## config.mk

```make
export PLATFORM = sky130hd
export DESIGN_NAME = msi_term_bank
export DESIGN_NICKNAME = d
export VERILOG_FILES = /design/src/rtl/msi_term_pkg.sv /design/src/rtl/msi_addr_decode.sv /design/src/rtl/msi_term_group.sv /design/src/rtl/msi_term_bank.sv
export SDC_FILE = /design/constraint.sdc
export NUM_CORES = 2
export LEC_CHECK = 0
export BUFFER_PORTS_ARGS = -buffer_cell sky130_fd_sc_hd__buf_2
export CORE_ASPECT_RATIO = 0.5
export CORE_MARGIN = 5
export CORE_UTILIZATION = 50
export DETAILED_ROUTE_END_ITERATION = 8
export PLACE_DENSITY = 0.66
export SLEW_MARGIN = 10
export SYNTH_ARGS = -nofsm -noshare
export SYNTH_HDL_FRONTEND = slang
export SYNTH_SLANG_ARGS = --single-unit
```

## constraint.sdc

```tcl
create_clock -name clk -period 5.55 [get_ports clk]
set_clock_uncertainty 0.05 [all_clocks]
set_input_delay 0.555 -clock clk [delete_from_list [all_inputs] [get_ports clk]]
set_output_delay 0.555 -clock clk [all_outputs]
set_load 0.02 [all_outputs]
```

## src/rtl/msi_term_pkg.sv

```systemverilog
package msi_term_pkg;

    // Default geometry of the bank.
    localparam int unsigned DEF_GROUPS        = 16;
    localparam int unsigned DEF_IDX_PER_GROUP = 8;
    localparam int unsigned DEF_VEC_PER_IDX   = 16;
    localparam int unsigned DEF_REG_SHIFT     = 16;
    localparam int unsigned DEF_DATA_W        = 32;

    // Region selected by a byte offset.
    typedef enum logic [1:0] {
        RGN_NONE    = 2'd0,
        RGN_INDEX   = 2'd1,
        RGN_SUMMARY = 2'd2
    } region_e;

endpackage

```

## src/rtl/msi_addr_decode.sv

```systemverilog
module msi_addr_decode
    import msi_term_pkg::*;
#(
    parameter int unsigned GROUPS        = DEF_GROUPS,
    parameter int unsigned IDX_PER_GROUP = DEF_IDX_PER_GROUP,
    parameter int unsigned REG_SHIFT     = DEF_REG_SHIFT,
    localparam int unsigned GRP_W        = $clog2(GROUPS),
    localparam int unsigned IDX_W        = $clog2(IDX_PER_GROUP),
    localparam int unsigned ADDR_W       = REG_SHIFT + IDX_W + GRP_W + 1
) (
    input  logic [ADDR_W-1:0] addr,
    output region_e           region,
    output logic [GRP_W-1:0]  grp,
    output logic [IDX_W-1:0]  idx
);

    logic [REG_SHIFT-1:0] low_bits;
    logic [IDX_W-1:0]     idx_field;
    logic [GRP_W-1:0]     grp_field;
    logic [GRP_W-1:0]     sum_grp_field;
    logic [ADDR_W-1:0]    sum_upper;

    assign low_bits      = addr[REG_SHIFT-1:0];
    assign idx_field     = addr[REG_SHIFT +: IDX_W];
    assign grp_field     = addr[REG_SHIFT+IDX_W +: GRP_W];
    assign sum_grp_field = addr[REG_SHIFT +: GRP_W];
    assign sum_upper     = addr >> (REG_SHIFT + GRP_W);

    always_comb begin
        region = RGN_NONE;
        grp    = '0;
        idx    = '0;
        if (low_bits == '0) begin
            if (!addr[ADDR_W-1]) begin
                if (32'(grp_field) < GROUPS) begin
                    region = RGN_INDEX;
                    grp    = grp_field;
                    idx    = idx_field;
                end
            end else if (sum_upper == (ADDR_W'(1) << IDX_W)) begin
                if (32'(sum_grp_field) < GROUPS) begin
                    region = RGN_SUMMARY;
                    grp    = sum_grp_field;
                end
            end
        end
    end

endmodule

```

## src/rtl/msi_term_group.sv

```systemverilog
module msi_term_group
    import msi_term_pkg::*;
#(
    parameter int unsigned IDX_PER_GROUP = DEF_IDX_PER_GROUP,
    parameter int unsigned VEC_PER_IDX   = DEF_VEC_PER_IDX,
    localparam int unsigned VEC_W        = $clog2(VEC_PER_IDX),
    localparam int unsigned FLAT_W       = IDX_PER_GROUP * VEC_PER_IDX
) (
    input  logic                     clk,
    input  logic                     rst,
    input  logic [IDX_PER_GROUP-1:0] wr_sel,
    input  logic [VEC_W-1:0]         wr_vec,
    input  logic [IDX_PER_GROUP-1:0] rd_sel,
    output logic [FLAT_W-1:0]        regs_flat,
    output logic [IDX_PER_GROUP-1:0] summary,
    output logic                     irq
);

    typedef struct packed {
        logic [IDX_PER_GROUP-1:0][VEC_PER_IDX-1:0] regs;
    } grp_state_t;

    grp_state_t state_d, state_q;

    always_comb begin
        state_d = state_q;
        for (int i = 0; i < int'(IDX_PER_GROUP); i++) begin
            if (rd_sel[i]) begin
                state_d.regs[i] = '0;
            end
            if (wr_sel[i]) begin
                state_d.regs[i][wr_vec] = 1'b1;
            end
        end
    end

    always_ff @(posedge clk) begin
        if (rst) begin
            state_q <= '0;
        end else begin
            state_q <= state_d;
        end
    end

    for (genvar gi = 0; gi < int'(IDX_PER_GROUP); gi++) begin : g_sum
        assign summary[gi] = |state_q.regs[gi];
    end

    assign regs_flat = state_q.regs;
    assign irq       = |summary;

    for (genvar ai = 0; ai < int'(IDX_PER_GROUP); ai++) begin : g_chk
        p_write_sets_r1: assert property (@(posedge clk) disable iff (rst)
            wr_sel[ai] |=> state_q.regs[ai][$past(wr_vec)]);
        p_read_clears_r2: assert property (@(posedge clk) disable iff (rst)
            (rd_sel[ai] && !wr_sel[ai]) |=> (state_q.regs[ai] == '0));
        p_collision_keeps_r5: assert property (@(posedge clk) disable iff (rst)
            (rd_sel[ai] && wr_sel[ai]) |=>
                (state_q.regs[ai] == (VEC_PER_IDX'(1) << $past(wr_vec))));
        p_idle_holds_r1: assert property (@(posedge clk) disable iff (rst)
            (!rd_sel[ai] && !wr_sel[ai]) |=> $stable(state_q.regs[ai]));
    end

endmodule

```

## src/rtl/msi_term_bank.sv

```systemverilog
module msi_term_bank
    import msi_term_pkg::*;
#(
    parameter int unsigned GROUPS        = DEF_GROUPS,
    parameter int unsigned IDX_PER_GROUP = DEF_IDX_PER_GROUP,
    parameter int unsigned VEC_PER_IDX   = DEF_VEC_PER_IDX,
    parameter int unsigned REG_SHIFT     = DEF_REG_SHIFT,
    parameter int unsigned DATA_W        = DEF_DATA_W
) (
    input  logic                                                       clk,
    input  logic                                                       rst,
    input  logic                                                       wr_en,
    input  logic [REG_SHIFT+$clog2(IDX_PER_GROUP)+$clog2(GROUPS):0]    wr_addr,
    input  logic [DATA_W-1:0]                                          wr_data,
    input  logic                                                       rd_en,
    input  logic [REG_SHIFT+$clog2(IDX_PER_GROUP)+$clog2(GROUPS):0]    rd_addr,
    output logic [DATA_W-1:0]                                          rd_data,
    output logic [GROUPS-1:0]                                          irq
);

    localparam int unsigned GRP_W  = $clog2(GROUPS);
    localparam int unsigned IDX_W  = $clog2(IDX_PER_GROUP);
    localparam int unsigned VEC_W  = $clog2(VEC_PER_IDX);
    localparam int unsigned FLAT_W = IDX_PER_GROUP * VEC_PER_IDX;

    typedef struct packed {
        logic [DATA_W-1:0] rd_data;
    } top_state_t;

    top_state_t state_d, state_q;

    region_e          wr_region, rd_region;
    logic [GRP_W-1:0] wr_grp, rd_grp;
    logic [IDX_W-1:0] wr_idx, rd_idx;
    logic             wr_accept;
    logic             rd_index_hit;
    logic [VEC_W-1:0] wr_vec;

    logic [GROUPS-1:0][FLAT_W-1:0]        regs_all;
    logic [GROUPS-1:0][IDX_PER_GROUP-1:0] sum_all;

    msi_addr_decode #(
        .GROUPS       (GROUPS),
        .IDX_PER_GROUP(IDX_PER_GROUP),
        .REG_SHIFT    (REG_SHIFT)
    ) i_wr_dec (
        .addr  (wr_addr),
        .region(wr_region),
        .grp   (wr_grp),
        .idx   (wr_idx)
    );

    msi_addr_decode #(
        .GROUPS       (GROUPS),
        .IDX_PER_GROUP(IDX_PER_GROUP),
        .REG_SHIFT    (REG_SHIFT)
    ) i_rd_dec (
        .addr  (rd_addr),
        .region(rd_region),
        .grp   (rd_grp),
        .idx   (rd_idx)
    );

    assign wr_accept    = wr_en && (wr_region == RGN_INDEX) &&
                          (wr_data < DATA_W'(VEC_PER_IDX));
    assign rd_index_hit = rd_en && (rd_region == RGN_INDEX);
    assign wr_vec       = wr_data[VEC_W-1:0];

    for (genvar g = 0; g < int'(GROUPS); g++) begin : g_grp
        logic [IDX_PER_GROUP-1:0] wr_sel;
        logic [IDX_PER_GROUP-1:0] rd_sel;

        assign wr_sel = (wr_accept && (wr_grp == GRP_W'(g)))
                        ? (IDX_PER_GROUP'(1) << wr_idx) : '0;
        assign rd_sel = (rd_index_hit && (rd_grp == GRP_W'(g)))
                        ? (IDX_PER_GROUP'(1) << rd_idx) : '0;

        msi_term_group #(
            .IDX_PER_GROUP(IDX_PER_GROUP),
            .VEC_PER_IDX  (VEC_PER_IDX)
        ) i_group (
            .clk      (clk),
            .rst      (rst),
            .wr_sel   (wr_sel),
            .wr_vec   (wr_vec),
            .rd_sel   (rd_sel),
            .regs_flat(regs_all[g]),
            .summary  (sum_all[g]),
            .irq      (irq[g])
        );
    end

    always_comb begin
        state_d = state_q;
        if (rd_en) begin
            unique case (rd_region)
                RGN_INDEX:
                    state_d.rd_data = DATA_W'(regs_all[rd_grp][rd_idx*VEC_PER_IDX +: VEC_PER_IDX]);
                RGN_SUMMARY:
                    state_d.rd_data = DATA_W'(sum_all[rd_grp]);
                default:
                    state_d.rd_data = '0;
            endcase
        end
    end

    always_ff @(posedge clk) begin
        if (rst) begin
            state_q <= '0;
        end else begin
            state_q <= state_d;
        end
    end

    assign rd_data = state_q.rd_data;

    p_unmapped_read_zero_r8: assert property (@(posedge clk) disable iff (rst)
        (rd_en && (rd_region == RGN_NONE)) |=> (rd_data == '0));
    p_big_data_ignored_r6: assert property (@(posedge clk) disable iff (rst)
        (wr_en && (wr_data >= DATA_W'(VEC_PER_IDX)) && !rd_en) |=> $stable(irq));
    p_bad_region_ignored_r7: assert property (@(posedge clk) disable iff (rst)
        (wr_en && (wr_region != RGN_INDEX) && !rd_en) |=> $stable(irq));

endmodule

```

==> impl_metrics.env <==
export IMPL_r2r_start="g_grp[2].i_group.regs_flat[78]"
export IMPL_rows=110
export IMPL_reg2regPathDepth=8
export IMPL_rrSetupSlack_ns=2.07
export IMPL_cp_max_fo=3
export IMPL_crit_chain="nor4_1, nand4_1, nor4_1, nand2_1, buf_2"
export IMPL_dp_hpwl_um=298000
export IMPL_hold_path_end="rd_data[2]"
export IMPL_period_share_pct=87.4
export IMPL_ys_flop_type="dfxtp_1"
export IMPL_yosys_warnings=0
export IMPL_gp_congestion=1.13
export IMPL_worstSkewPairLatency_ns=0.89
export IMPL_avgRoutedWirePerCell_um=33.4
export IMPL_synth_edf_count=0
export IMPL_cts_sinks=2064
export IMPL_rsz0062_at_grt="false"
export IMPL_finalCriticalPeriod_ns=4.85
export IMPL_nNetsFinal=10800
export IMPL_drtPass1Iterations=9
export IMPL_die_width_um=612
export IMPL_overflow=0
export IMPL_ys_seq_area_share_pct=45.6
export IMPL_status="completed"
export IMPL_power_density_nw_per_um2=296
export IMPL_post_route_util_pct=55.5
export IMPL_antenna_found_initial=43
export IMPL_cpPeakStageDelay_ns=0.96
export IMPL_arrival_ns=4.25
export IMPL_hold_path_class="input pin to flop"
export IMPL_grt_start_max_net_pins=223
export IMPL_die_y_um=311
export IMPL_hold_viol=0
export IMPL_ys_async_sr_fraction_pct=0
export IMPL_r2r_end="rd_data[4]"
export IMPL_via_count=95700
export IMPL_path_class="flop to output port"
export IMPL_fin_total_pwr_uw=29600
export IMPL_fp_coreArea_um2=180000
export IMPL_gr_usage_all_layers_pct=43.9
export IMPL_setup_viol=0
export IMPL_drive_above_1_share_pct=7.96
export IMPL_min_from="rd_en"
export IMPL_required_ns=4.95
export IMPL_crit_top_cell="nor4_1"
export IMPL_whs_path_depth=3
export IMPL_viasPerCell=7.22
export IMPL_irDropWorstVdd_mv=0.226
export IMPL_dieArea_um2=190000
export IMPL_synth_seq_cells=2064
export IMPL_path_clk_slew_ns=0.07
export IMPL_synth_cell_types=72
export IMPL_drv_cap=0
export IMPL_cp_slowest_cell="nor4_1"
export IMPL_ant_nets=0
export IMPL_start_kind="flop"
export IMPL_h_tree_depth=4
export IMPL_drv_slew=0
export IMPL_syn_avg_cell_area_um2=8.15
export IMPL_io_pins=132
export IMPL_fmax_ghz=0.206
export IMPL_slew_headroom_pct=4.36
export IMPL_cts_buffer_depth=4
export IMPL_io_buffer_count=115
export IMPL_start_util_pct=50.3
export IMPL_area_delta_synth_final_pct=10.3
export IMPL_tns_ns=0
export IMPL_p_leak_uw=0.0325
export IMPL_grt_pass1_vias=84800
export IMPL_postCtsHoldBufs=0
export IMPL_grt_pass1_wl_um=624000
export IMPL_numCtsBuffers=190
export IMPL_tightest_slew_ns=1.43
export IMPL_synth_area_um2=90600
export IMPL_synthCells=11100
export IMPL_cts_resized=0
export IMPL_postCtsSetupBuffers=0
export IMPL_cp_top_family="simple AND/OR/NAND/NOR gates"
export IMPL_cts_root_buf="clkbuf_16"
export IMPL_cts_tree="built"
export IMPL_path_buf_inv=1
export IMPL_drc=0
export IMPL_drt_iter0_markers=17400
export IMPL_drt_wl_total_um=443000
export IMPL_endpoint_kind="output port"
==> area by class of cell <==
cell class / count / area (um^2)
Inverter: 8 / 30.0
Antenna cell: 46 / 115
Fill cell: 16800 / 80100
Clock buffer: 272 / 5560
Tap cell: 2408 / 3010
Sequential cell: 2064 / 41300
Timing Repair Buffer: 480 / 4260
Clock inverter: 63 / 778
Multi-Input combinational cell: 7923 / 44900
==> state kept, by name, indices dropped and copies added (netlist names) <==
register                 cells
g_grp.i_group.regs_flat   2048
rd_data                     16
==> where the power goes <==
group / internal [uW] / switching, uW / total (uW)
combinational: 130 / 767 / 897
sequential: 14800 / 6.76 / 14800
clock: 7720 / 6190 / 13900
total: 22700 / 6960 / 29600
==> stage by stage <==
| stage | instances | instance area (um^2) | setup slack, ns | hold slack, ns |
|---|---|---|---|---|
| floorplan | 11100 | 90700 | 2.48 | 0.392 |
| global placement | 12900 | 93500 | 0.743 | 0.403 |
| detailed placement | 12900 | 93500 | 0.775 | 0.411 |
| CTS | 13200 | 99800 | 1.15 | 0.0374 |
| global route | 13200 | 99900 | 0.860 | 0.0852 |
| finish | 13300 | 100000 | 0.698 | 0.0783 |
==> worst register-to-register path: cells and delay by family (launching register included) <==
family / cells / cell delay, ns
flops: 1 / 0.35
simple gates: 2 / 1.37
compound gates: 6 / 1.62
==> routing by layer <==
metal	track usage [%]	share of wire [%]
met4	20.8	5.7
met3	20.6	16
met5	1.05	0.10
met2	59.4	39
met1	58.5	39
==> cells in the final DEF, fill, tap and decap left out, types with 114 or more instances in the layout <==
cell       count
a21oi_1      330
a22oi_1     2021
buf_2        114
buf_4        291
clkbuf_16    191
dfxtp_1     2064
nand2_1     1179
nand3_1      382
nand4_1      137
nor2_1      2120
nor4_1       598
o221ai_1     344
o22a_1       148
o22ai_1      156
==> synthesized netlist by cell type, types with 7 or more instances <==
cell type | instances | area share (%)
nor2_1 | 2144 | 8.9
dfxtp_1 | 2064 | 46
a22oi_1 | 2022 | 17
nand2_1 | 1179 | 4.9
clkbuf_1 | 789 | 3.3
nor4_1 | 599 | 4.1
nand3_1 | 384 | 2.1
o221ai_1 | 344 | 3.3
a21oi_1 | 332 | 1.8
buf_2 | 239 | 1.3
o22ai_1 | 158 | 1.1
o22a_1 | 149 | 1.4
nand4_1 | 137 | 0.95
nor3_1 | 80 | 0.44
a31oi_1 | 76 | 0.52
buf_1 | 63 | 0.26
a211oi_1 | 49 | 0.41
buf_4 | 49 | 0.41
o21ai_0 | 43 | 0.24
mux2i_1 | 37 | 0.41
o31ai_1 | 22 | 0.18
a221oi_1 | 15 | 0.14
a311oi_1 | 12 | 0.12
mux2_2 | 12 | 0.15
a22o_1 | 10 | 0.097
or3_1 | 7 | 0.048
==> worst max-delay path by stage <==
stage	start	to	slack [ns]	cells after the start
2_1_floorplan	rd_addr[11]	g_grp[15].i_group.regs_flat[53]	2.48	12
3_3_place_gp	rd_addr[11]	rd_data[8]	0.74	11
3_5_place_dp	rd_addr[11]	rd_data[8]	0.77	11
4_1_cts	g_grp[1].i_group.regs_flat[46]	irq[1]	1.15	5
5_1_grt	g_grp[0].i_group.regs_flat[36]	irq[0]	0.86	5
6_report	g_grp[1].i_group.regs_flat[44]	irq[1]	0.70	5
==> logic make-up after synthesis <==
| group | Yosys count | synth area share [%] |
|---|---|---|
| other cells | 1 | 0.00414 |
| buf+inv | 1152 | 5.34 |
| simple gates | 4569 | 21.8 |
| mux | 49 | 0.558 |
| flops | 2064 | 45.6 |
| compound gates | 3289 | 26.7 |
(Power assumes the default switching activity.)
